[config.mk]
export PLATFORM = sky130hd
export DESIGN_NAME = cluster_reset_ctrl
export DESIGN_NICKNAME = d
export VERILOG_FILES = /design/src/rtl/crc_pkg.sv /design/src/rtl/crc_core_lane.sv /design/src/rtl/crc_rd_mux.sv /design/src/rtl/cluster_reset_ctrl.sv
export SDC_FILE = /design/constraint.sdc
export NUM_CORES = 1
export LEC_CHECK = 0
export ABC_AREA = 0
export BUFFER_PORTS_ARGS = -buffer_cell sky130_fd_sc_hd__buf_2
export CAP_MARGIN = 20
export CORE_MARGIN = 5
export CORE_UTILIZATION = 59
export DETAILED_ROUTE_END_ITERATION = 6
export PLACE_DENSITY = 0.9
export SKIP_CTS_REPAIR_TIMING = 1
export SLEW_MARGIN = 15
export SYNTH_ARGS = -nofsm -noshare
export SYNTH_HDL_FRONTEND = slang
export SYNTH_SLANG_ARGS = --single-unit
[constraint.sdc]
create_clock -name clk -period 2.2 [get_ports clk]
set_input_delay 0.22 -clock clk [delete_from_list [all_inputs] [get_ports clk]]
set_output_delay 0.22 -clock clk [all_outputs]
set_load 0.1 [all_outputs]
[src/rtl/crc_pkg.sv]
package crc_pkg;
    localparam int DATA_W      = 32;
    localparam int REG_CTRL    = 0;
    localparam int REG_BOOTA   = 1;
    localparam int REG_RSTAT   = 2;
    localparam int REG_ISTAT   = 3;
    localparam int REG_IMASK   = 4;
    localparam int REG_BOOTB   = 5;
    localparam int REG_GP_BASE = 6;
    localparam int NUM_GP      = 10;
    localparam int NUM_REGS    = REG_GP_BASE + NUM_GP;
    // control word bit positions
    localparam int EN_BIT0     = 21;   // enable of core c at EN_BIT0 + c
    localparam int RST_BIT0    = 13;   // reset of core c at RST_BIT0 + c
    localparam int DISP0_BIT   = 3;
    localparam int DISP1_BIT   = 12;
    localparam logic [DATA_W-1:0] CTRL_INIT  = 32'h0000_0521;
    localparam logic [DATA_W-1:0] RSTAT_INIT = 32'h0000_0001;
    localparam logic [DATA_W-1:0] IMASK_INIT = 32'h0000_001F;

    function automatic logic [DATA_W-1:0] reg_init(input int i);
        case (i)
            REG_CTRL:  return CTRL_INIT;
            REG_RSTAT: return RSTAT_INIT;
            REG_IMASK: return IMASK_INIT;
            default:   return '0;
        endcase
    endfunction
endpackage

[src/rtl/crc_core_lane.sv]
module crc_core_lane #(
    parameter bit HAS_ENABLE = 1'b1
) (
    input  logic active,
    input  logic en_old,
    input  logic en_new,
    input  logic rst_old,
    input  logic rst_new,
    output logic on_req,
    output logic off_req,
    output logic rst_req
);
    logic en_chg;
    always_comb begin
        en_chg  = HAS_ENABLE && active && (en_old != en_new);
        on_req  = en_chg && en_new;
        off_req = en_chg && !en_new;
        // an enable change absorbs the reset bit of the same core
        rst_req = active && !en_chg && (rst_old != rst_new);
    end
endmodule

[src/rtl/crc_rd_mux.sv]
module crc_rd_mux #(
    parameter int N     = 16,
    parameter int W     = 32,
    parameter int SEL_W = $clog2(N)
) (
    input  logic [N-1:0][W-1:0] words,
    input  logic [SEL_W-1:0]    sel,
    input  logic                valid,
    output logic [W-1:0]        data
);
    always_comb begin
        data = '0;
        if (valid) data = words[sel];
    end
endmodule

[src/rtl/cluster_reset_ctrl.sv]
module cluster_reset_ctrl
    import crc_pkg::*;
#(
    parameter int NUM_CORES = 4,
    parameter int ADDR_W    = 12
) (
    input  logic                          clk,
    input  logic                          rst_n,
    input  logic                          bus_wr,
    input  logic                          bus_rd,
    input  logic [ADDR_W-1:0]             bus_addr,
    input  logic [DATA_W-1:0]             bus_wdata,
    output logic [DATA_W-1:0]             bus_rdata,
    output logic [NUM_CORES-1:0]          core_on_o,
    output logic [NUM_CORES-1:0]          core_off_o,
    output logic [NUM_CORES-1:0]          core_rst_o,
    output logic [1:0]                    disp_rst_o,
    output logic [NUM_CORES*DATA_W-1:0]   boot_addr_o,
    output logic [NUM_CORES*DATA_W-1:0]   boot_arg_o
);
    localparam int IDX_W = ADDR_W - 2;
    localparam int SEL_W = $clog2(NUM_REGS);

    typedef struct packed {
        logic [NUM_REGS-1:0][DATA_W-1:0]  regs;
        logic [DATA_W-1:0]                rdata;
        logic [NUM_CORES-1:0]             on;
        logic [NUM_CORES-1:0]             off;
        logic [NUM_CORES-1:0]             rst;
        logic [1:0]                       disp;
        logic [NUM_CORES-1:0][DATA_W-1:0] addr;
        logic [NUM_CORES-1:0][DATA_W-1:0] arg;
    } state_t;

    state_t st_d, st_q;

    logic [IDX_W-1:0]     idx;
    logic [SEL_W-1:0]     sel;
    logic                 acc_ok, wr_ok, rd_ok, ctrl_wr;
    logic [DATA_W-1:0]    ctrl_old, rd_word;
    logic [NUM_CORES-1:0] ln_on, ln_off, ln_rst;

    always_comb begin
        idx      = bus_addr[ADDR_W-1:2];
        sel      = idx[SEL_W-1:0];
        acc_ok   = (bus_addr[1:0] == 2'b00) && (idx < IDX_W'(NUM_REGS));
        wr_ok    = bus_wr && acc_ok;
        rd_ok    = bus_rd && acc_ok;
        ctrl_wr  = wr_ok && (sel == SEL_W'(REG_CTRL));
        ctrl_old = st_q.regs[REG_CTRL];
    end

    for (genvar c = 0; c < NUM_CORES; c++) begin : g_lane
        if (c == 0) begin : g_boot
            crc_core_lane #(.HAS_ENABLE(1'b0)) u_lane (
                .active (ctrl_wr),
                .en_old (1'b0),
                .en_new (1'b0),
                .rst_old(ctrl_old[RST_BIT0+c]),
                .rst_new(bus_wdata[RST_BIT0+c]),
                .on_req (ln_on[c]),
                .off_req(ln_off[c]),
                .rst_req(ln_rst[c])
            );
        end else begin : g_sec
            crc_core_lane #(.HAS_ENABLE(1'b1)) u_lane (
                .active (ctrl_wr),
                .en_old (ctrl_old[EN_BIT0+c]),
                .en_new (bus_wdata[EN_BIT0+c]),
                .rst_old(ctrl_old[RST_BIT0+c]),
                .rst_new(bus_wdata[RST_BIT0+c]),
                .on_req (ln_on[c]),
                .off_req(ln_off[c]),
                .rst_req(ln_rst[c])
            );
        end
    end

    crc_rd_mux #(.N(NUM_REGS), .W(DATA_W), .SEL_W(SEL_W)) u_rd (
        .words(st_q.regs),
        .sel  (sel),
        .valid(rd_ok),
        .data (rd_word)
    );

    always_comb begin
        logic [DATA_W-1:0] nv;
        st_d       = st_q;
        st_d.rdata = rd_word;
        st_d.on    = '0;
        st_d.off   = '0;
        st_d.rst   = '0;
        st_d.disp  = '0;
        st_d.addr  = '0;
        st_d.arg   = '0;
        nv         = bus_wdata;
        if (ctrl_wr) begin
            for (int c = 0; c < NUM_CORES; c++) nv[RST_BIT0+c] = 1'b0;
            nv[DISP0_BIT] = 1'b0;
            nv[DISP1_BIT] = 1'b0;
            st_d.regs[REG_CTRL] = nv;
            st_d.on   = ln_on;
            st_d.off  = ln_off;
            st_d.rst  = ln_rst;
            st_d.disp = {ctrl_old[DISP1_BIT] ^ bus_wdata[DISP1_BIT],
                         ctrl_old[DISP0_BIT] ^ bus_wdata[DISP0_BIT]};
            for (int c = 0; c < NUM_CORES; c++) begin
                if (ln_on[c]) begin
                    st_d.addr[c] = st_q.regs[REG_GP_BASE + 2*c];
                    st_d.arg[c]  = st_q.regs[REG_GP_BASE + 2*c + 1];
                end
            end
        end else if (wr_ok) begin
            st_d.regs[sel] = bus_wdata;
        end
    end

    always_ff @(posedge clk or negedge rst_n) begin
        if (!rst_n) begin
            st_q <= '0;
            for (int i = 0; i < NUM_REGS; i++) st_q.regs[i] <= reg_init(i);
        end else begin
            st_q <= st_d;
        end
    end

    assign bus_rdata   = st_q.rdata;
    assign core_on_o   = st_q.on;
    assign core_off_o  = st_q.off;
    assign core_rst_o  = st_q.rst;
    assign disp_rst_o  = st_q.disp;
    assign boot_addr_o = st_q.addr;
    assign boot_arg_o  = st_q.arg;


    ctrl_rst_clear_chk: assert property (@(posedge clk) disable iff (!rst_n)
        st_q.regs[REG_CTRL][RST_BIT0 +: NUM_CORES] == '0);

    disp_bits_clear_chk: assert property (@(posedge clk) disable iff (!rst_n)
        !st_q.regs[REG_CTRL][DISP0_BIT] && !st_q.regs[REG_CTRL][DISP1_BIT]);

    on_off_excl_chk: assert property (@(posedge clk) disable iff (!rst_n)
        (core_on_o & core_off_o) == '0);

    boot_core_quiet_chk: assert property (@(posedge clk) disable iff (!rst_n)
        !core_on_o[0] && !core_off_o[0]);

    on_needs_write_chk: assert property (@(posedge clk) disable iff (!rst_n)
        (|core_on_o) |-> $past(bus_wr && bus_addr == '0));

    for (genvar c = 1; c < NUM_CORES; c++) begin : g_chk

        on_entry_chk: assert property (@(posedge clk) disable iff (!rst_n)
            core_on_o[c] |-> (boot_addr_o[c*DATA_W +: DATA_W] ==
                              $past(st_q.regs[REG_GP_BASE + 2*c])));

        on_single_chk: assert property (@(posedge clk) disable iff (!rst_n)
            core_on_o[c] |=> !core_on_o[c]);

        en_blocks_rst_chk: assert property (@(posedge clk) disable iff (!rst_n)
            (core_on_o[c] || core_off_o[c]) |-> !core_rst_o[c]);
    end
endmodule

Word level (Yosys, flattened, before mapping)
Cells that the tools add are included.
{ "totals": {"reg_bits": 814, "latchBits": 0, "ramBits": 0, "romBits": 0, "in_bits": 48, "output_inout_bits": 302, "wordCells": 88, "memories": 0} }
{ "classes": {"add_sub_neg": 0, "n_mul": 0, "div": 0, "order_cmp": 3, "n_eq_ne": 7, "shifts": 0, "n_mux": 15, "bitwise": 3, "reduce_logical": 31} }
{ "ops": {"columns": ["op", "n"], "rows": [
  ["$bwmux W512", 1],
  ["$mux W32", 11],
  ["$mux W270", 1],
  ["$bmux W32 S4", 1],
  ["$demux W32 S4", 1],
  ["$logic_and A1 B1 Y1", 21],
  ["$lt A10 B5 Y1 const B", 1],
  ["$ne A1 B1 Y1", 7],
  ["$logic_not A1 Y1", 6],
  ["$lt A4 B5 Y1 const B", 1],
  ["$ge A4 B1 Y1 const B", 1],
  ["$logic_not A4 Y1", 1],
  ["$logic_not A2 Y1", 1],
  ["$reduce_and A2 Y1", 1],
  ["$reduce_bool A2 Y1", 1],
  ["$xor A1 B1 Y1", 2],
  ["$not A1 Y1", 1]
]} }

Logic depth before layout (Yosys ltp)
{ "logic_depth": {"depth_word": 9, "ltp_mapped": 8, "depth_no_buf": 4} }

Hierarchy
A second synthesis with hierarchy kept.
{ "hier_totals": {"cells_unflattened": 2896, "area_unflattened_um2": 38425.6} }
{ "by_module_without_submodules": {"columns": ["module", "instances", "cells_each", "area_per_inst_um2", "seq_area_each_um2"], "rows": [
  ["cluster_reset_ctrl", 1, 2342, 33677.3, 20382.0],
  ["crc_rd_mux", 1, 531, 4590.7, 0.0],
  ["crc_core_lane (g_lane[1].g_sec.u_lane ...)", 3, 6, 41.3, 0.0],
  ["crc_core_lane (g_lane[0].g_boot.u_lane)", 1, 5, 33.8, 0.0]
]} }

Worst setup path before layout
Ideal clock, no wire load.
{ "synth_path": {"path_type": "input to register", "startpoint": "input port bus_addr[1]", "endpoint": "register st_q[399] in the netlist's numbering", "setup_ns": 0.125, "arrival_time_ns": 1.997, "t_required_ns": 2.075, "setup_slack_ns": 0.078, "stages": 7, "n_path_buf": 3, "path_cell_list": "or4_1 -> or3_1 -> buf_6 -> or2_1 -> buf_6 -> buf_8 -> mux2_4"} }
{ "synth_between": {"elab_chain_len": 6} }
{ "synth_rtl": {"columns": ["item", "line_no", "rtl"], "rows": [
  ["start: declaration", "cluster_reset_ctrl.sv:11", "input logic [ADDR_W-1:0] bus_addr,"],
  ["$logic_not A2 Y1 (*)", "cluster_reset_ctrl.sv:46", "acc_ok = (bus_addr[1:0] == 2'b00) && (idx < IDX_W'(NUM_REGS));"],
  ["$logic_and A1 B1 Y1 (*)", "cluster_reset_ctrl.sv:46", null],
  ["$logic_and A1 B1 Y1 (*)", "cluster_reset_ctrl.sv:47", "wr_ok = bus_wr && acc_ok;"],
  ["$logic_and A1 B1 Y1", "cluster_reset_ctrl.sv:49", "ctrl_wr = wr_ok && (sel == SEL_W'(REG_CTRL));"],
  ["$not A1 Y1 (no source line)", null, null],
  ["$reduce_and A2 Y1 (no source line) (*)", null, null],
  ["end signal: assignment", "cluster_reset_ctrl.sv:123", "st_q <= st_d;"],
  ["end: declaration", "cluster_reset_ctrl.sv:35", "state_t st_d, st_q;"]
]} }
Every way passes the cells marked *; elsewhere a longest branch is shown, timed or not.
A chain may end at the register's enable or synchronous reset.

==> impl_metrics.yaml <==
place:
  post_dp_cell_area_um2: 34040
  pre_cts_ws_ps: -191.0
  io_buffers: 283
  gp_congestion: 0.8272
  placed_cells: 2946
  dp_hpwl_mm: 51.86
worst_setup_path:
  crit_chain: "buf_2 -> or4_1 -> or3_1 -> buf_4 -> nor4_4 -> buf_4 -> and2_1"
  crit_top_cell: "buf_4"
  cp.buffers_inverters: 3
  end_kind: "flop"
  worstSetupStartpointType: "input port"
  worstSetupPathType: "in -> reg"
  worstPathRequired_ps: 2720
  crit_path_top_delay_cell: "or4_1"
  r2r_cells: 3
  r2r_slack_ps: 600
  critPathTopFamily: "simple AND/OR/NAND/NOR gates"
  crit_arrival_ps: 2360
  regToRegEndpoint: "bus_rdata[17]"
  critical_path.max_stage_delay_ps: 590
  crit_fanout: 25
  r2r-start: "st_q[671]"
synthesis:
  synth_compound_area_share_pct: 0.8687
  ys_types: 39
  synth_top_family_by_area: "multiplexers"
  ys_warn_count: 0
  yosys.area_share.simple_pct: 4.682
  synth_mux_area_share_pct: 28.11
  async_flop_share_pct: 100.0
  avgSynthCellArea_um2: 14.91
  synth-seq-cells: 748
  synth-edff-count: 0
  synth_xor_xnor_area_share_pct: 0.2400
  ys_seq_area_share_pct: 57.04
  syn-instance-count: 2202
  synth_fa_ha_area_share_pct: 0
  synth_flop_cell: "dfrtp_1"
  synth_area_um2: 32840
detailed_routing:
  drt-met1-wl_mm: 30.60
  wl_met2_mm: 40.81
  ant_nets: 0
  dr_wl_met3_mm: 6.011
  vias_per_cell: 5.993
  drt_wl_total_mm: 81.02
  vias: 18477
  top_layer: "met5"
  firstDrtPassIters: 5
  drc: 0
  drt_iter0_drc: 1568
  post_drt_wl_per_cell_um: 26.28
clock_tree:
  cts_sinks: 748
  numCtsBuffers: 72
  htree_levels: 3
  cts_tree: "built"
  clk_latency_ps: 610
  root_buffer: "clkbuf_16"
  clk_pin_slew_ps: 60
  max-clock-path-buffers: 3
timing:
  setup_tns_ps: 0
  whs_ps: 78.53
  rsz0062_at_grt: "no"
  setup_viol: 0
  post-route-min-period_ps: 1836
  fin_ws_ps: 363.7
  slew_viol_final: 0
  timing.final.crit_share_pct: 83.47
  slew_headroom_pct: 58.97
  tightest_slew_ps: 615.5
  finalHoldViolCount: 0
  clock-skew-final_ps: 21.16
  max_freq_mhz: 544.6
global_routing:
  grt_max_degree: 100
  first_global_vias: 20351
  grt_pass1_wl_mm: 125.4
  grt_antenna_before_repair: 6
  grt.overflow.total: 0
  grt_usage_pct: 27.06
floorplanning:
  fp.dieArea_um2: 60480
  core.rowCount: 86
  coreArea_um2: 55090
  die_w_um: 245.9
  die_h_um: 245.9
  initial_core_util_pct: 59.61
  io_pins: 350
power_and_ir_drop:
  power_density_nw_per_um2: 769.2
  power.switching_mw: 6.426
  intPower_mw: 21.68
  p_leak_nw: 18.78
  power_frac_comb_pct: 5.2
  sw_frac_of_total_pct: 22.86
  pwr-share-clk_pct: 45.6
  power_mw: 28.11
  ir_drop_mv: 0.4705
  seq_power_share_pct: 49.2
layout:
  final_cells: 3083
  area_delta_synth_final_pct: 11.27
  final_cell_area_um2: 36540
  drive_gt1_share_pct: 49.49
  nNetsFinal: 2322
  fin_util_pct: 66.33
  n_fill_cell: 3465
worst_hold_path:
  min_path_cells: 2
  min_to: "core_off_o[1]"
  holdCritStartpoint: "bus_wdata[22]"
  hold_path_class: "in -> reg"
job:
  drv_cap: 0
status:
  status: "finished clean"
## cells in the final DEF (no fill, tap or decap), types with 27 or more instances in the layout
cell type  Yosys  routed
buf_2         54     279
o22ai_1       31      31
clkbuf_16      0      75
dfrtp_1      738     738
buf_12         0      53
mux2_2       470     470
mux2_4        27      27
buf_4        302      47
mux2i_1       65      65
conb_1         1      66
and2_1       199     199
mux4_2       125     125
## layout make-up
cell class	instances	area [µm²]	share of cell area, %
flip-flops and latches	748	18730	51.26
multi-input cells	1065	11510	31.50
repair buffers	384	2868	7.848
clock buffers	106	2173	5.947
well taps	748	935.9	2.561
clock inverters	26	304.0	0.8320
inverters	3	11.26	0.03082
diodes	3	7.507	0.02054
## synth_stat cells, types with 4 or more instances
| cell | n | area [µm²] |
|---|---|---|
| dfrtp_1 | 738 | 18470 |
| xnor2_1 | 6 | 52.55 |
| buf_1 | 20 | 75.07 |
| nand3_1 | 8 | 40.04 |
| mux2_4 | 27 | 405.4 |
| clkbuf_2 | 18 | 90.09 |
| dfstp_2 | 10 | 262.8 |
| mux4_2 | 125 | 2815 |
| mux2_1 | 6 | 67.56 |
| nor2_1 | 16 | 60.06 |
| nor3_1 | 4 | 20.02 |
| mux2i_1 | 65 | 650.6 |
| clkbuf_1 | 52 | 195.2 |
| nor4_2 | 4 | 50.05 |
| o21ai_0 | 12 | 60.06 |
| buf_4 | 302 | 2267 |
| and2_1 | 199 | 1245 |
| o22ai_1 | 31 | 193.9 |
| buf_2 | 54 | 270.3 |
| mux2_2 | 470 | 5293 |
## sequential cells by signal, indices dropped and copies added, names as in the netlist
register     flops
boot_arg_o      96
disp_rst_o       2
ctrl_old        32
bus_rdata       32
core_on_o        3
st_q           480
boot_addr_o     96
core_off_o       3
core_rst_o       4
## power groups by stage
stage / Clock (mW) / Sequential (mW) / Combinational [mW]
after floorplan: 0 / 14.1 / 0.964
after global placement: 0 / 14.1 / 1.42
after detailed placement: 0 / 14.1 / 1.45
after CTS: 13.0 / 13.8 / 1.46
after global routing: 13.6 / 13.8 / 1.56
final: 12.8 / 13.8 / 1.46
## metal layers
metal | GRT usage [%] | vias to the layer above
met2 | 44.96 | 933
met3 | 5.783 | 239
met1 | 34.61 | 9822
met4 | 12.24 | 4
met5 | 0 | -
li1 | - | 7479
## cells by family (layout without fill, tap and decap cells)
logic type	Yosys count	count (layout)
AO/OA/AOI/OAI	47	47
multiplexers	693	693
AND/OR/NAND/NOR	250	250
flip-flops	748	748
XOR/XNOR	9	9
other	1	69
buffers and inverters	454	519
## worst max path at each step
| stage | start | end | slack [ps] | depth (start not counted) |
|---|---|---|---|---|
| 3_5_place_dp | bus_addr[1] | boot_arg_o[32] | -190 | 7 |
| 5_1_grt | bus_addr[1] | boot_arg_o[56] | 340 | 7 |
| 3_3_place_gp | bus_addr[1] | boot_addr_o[66] | -140 | 8 |
| 6_report | bus_addr[1] | boot_addr_o[53] | 360 | 7 |
| 4_1_cts | bus_addr[1] | boot_addr_o[53] | 390 | 7 |
| 2_1_floorplan | bus_addr[1] | st_q[399] | 80 | 7 |
Power figures use the tool's default switching activity.
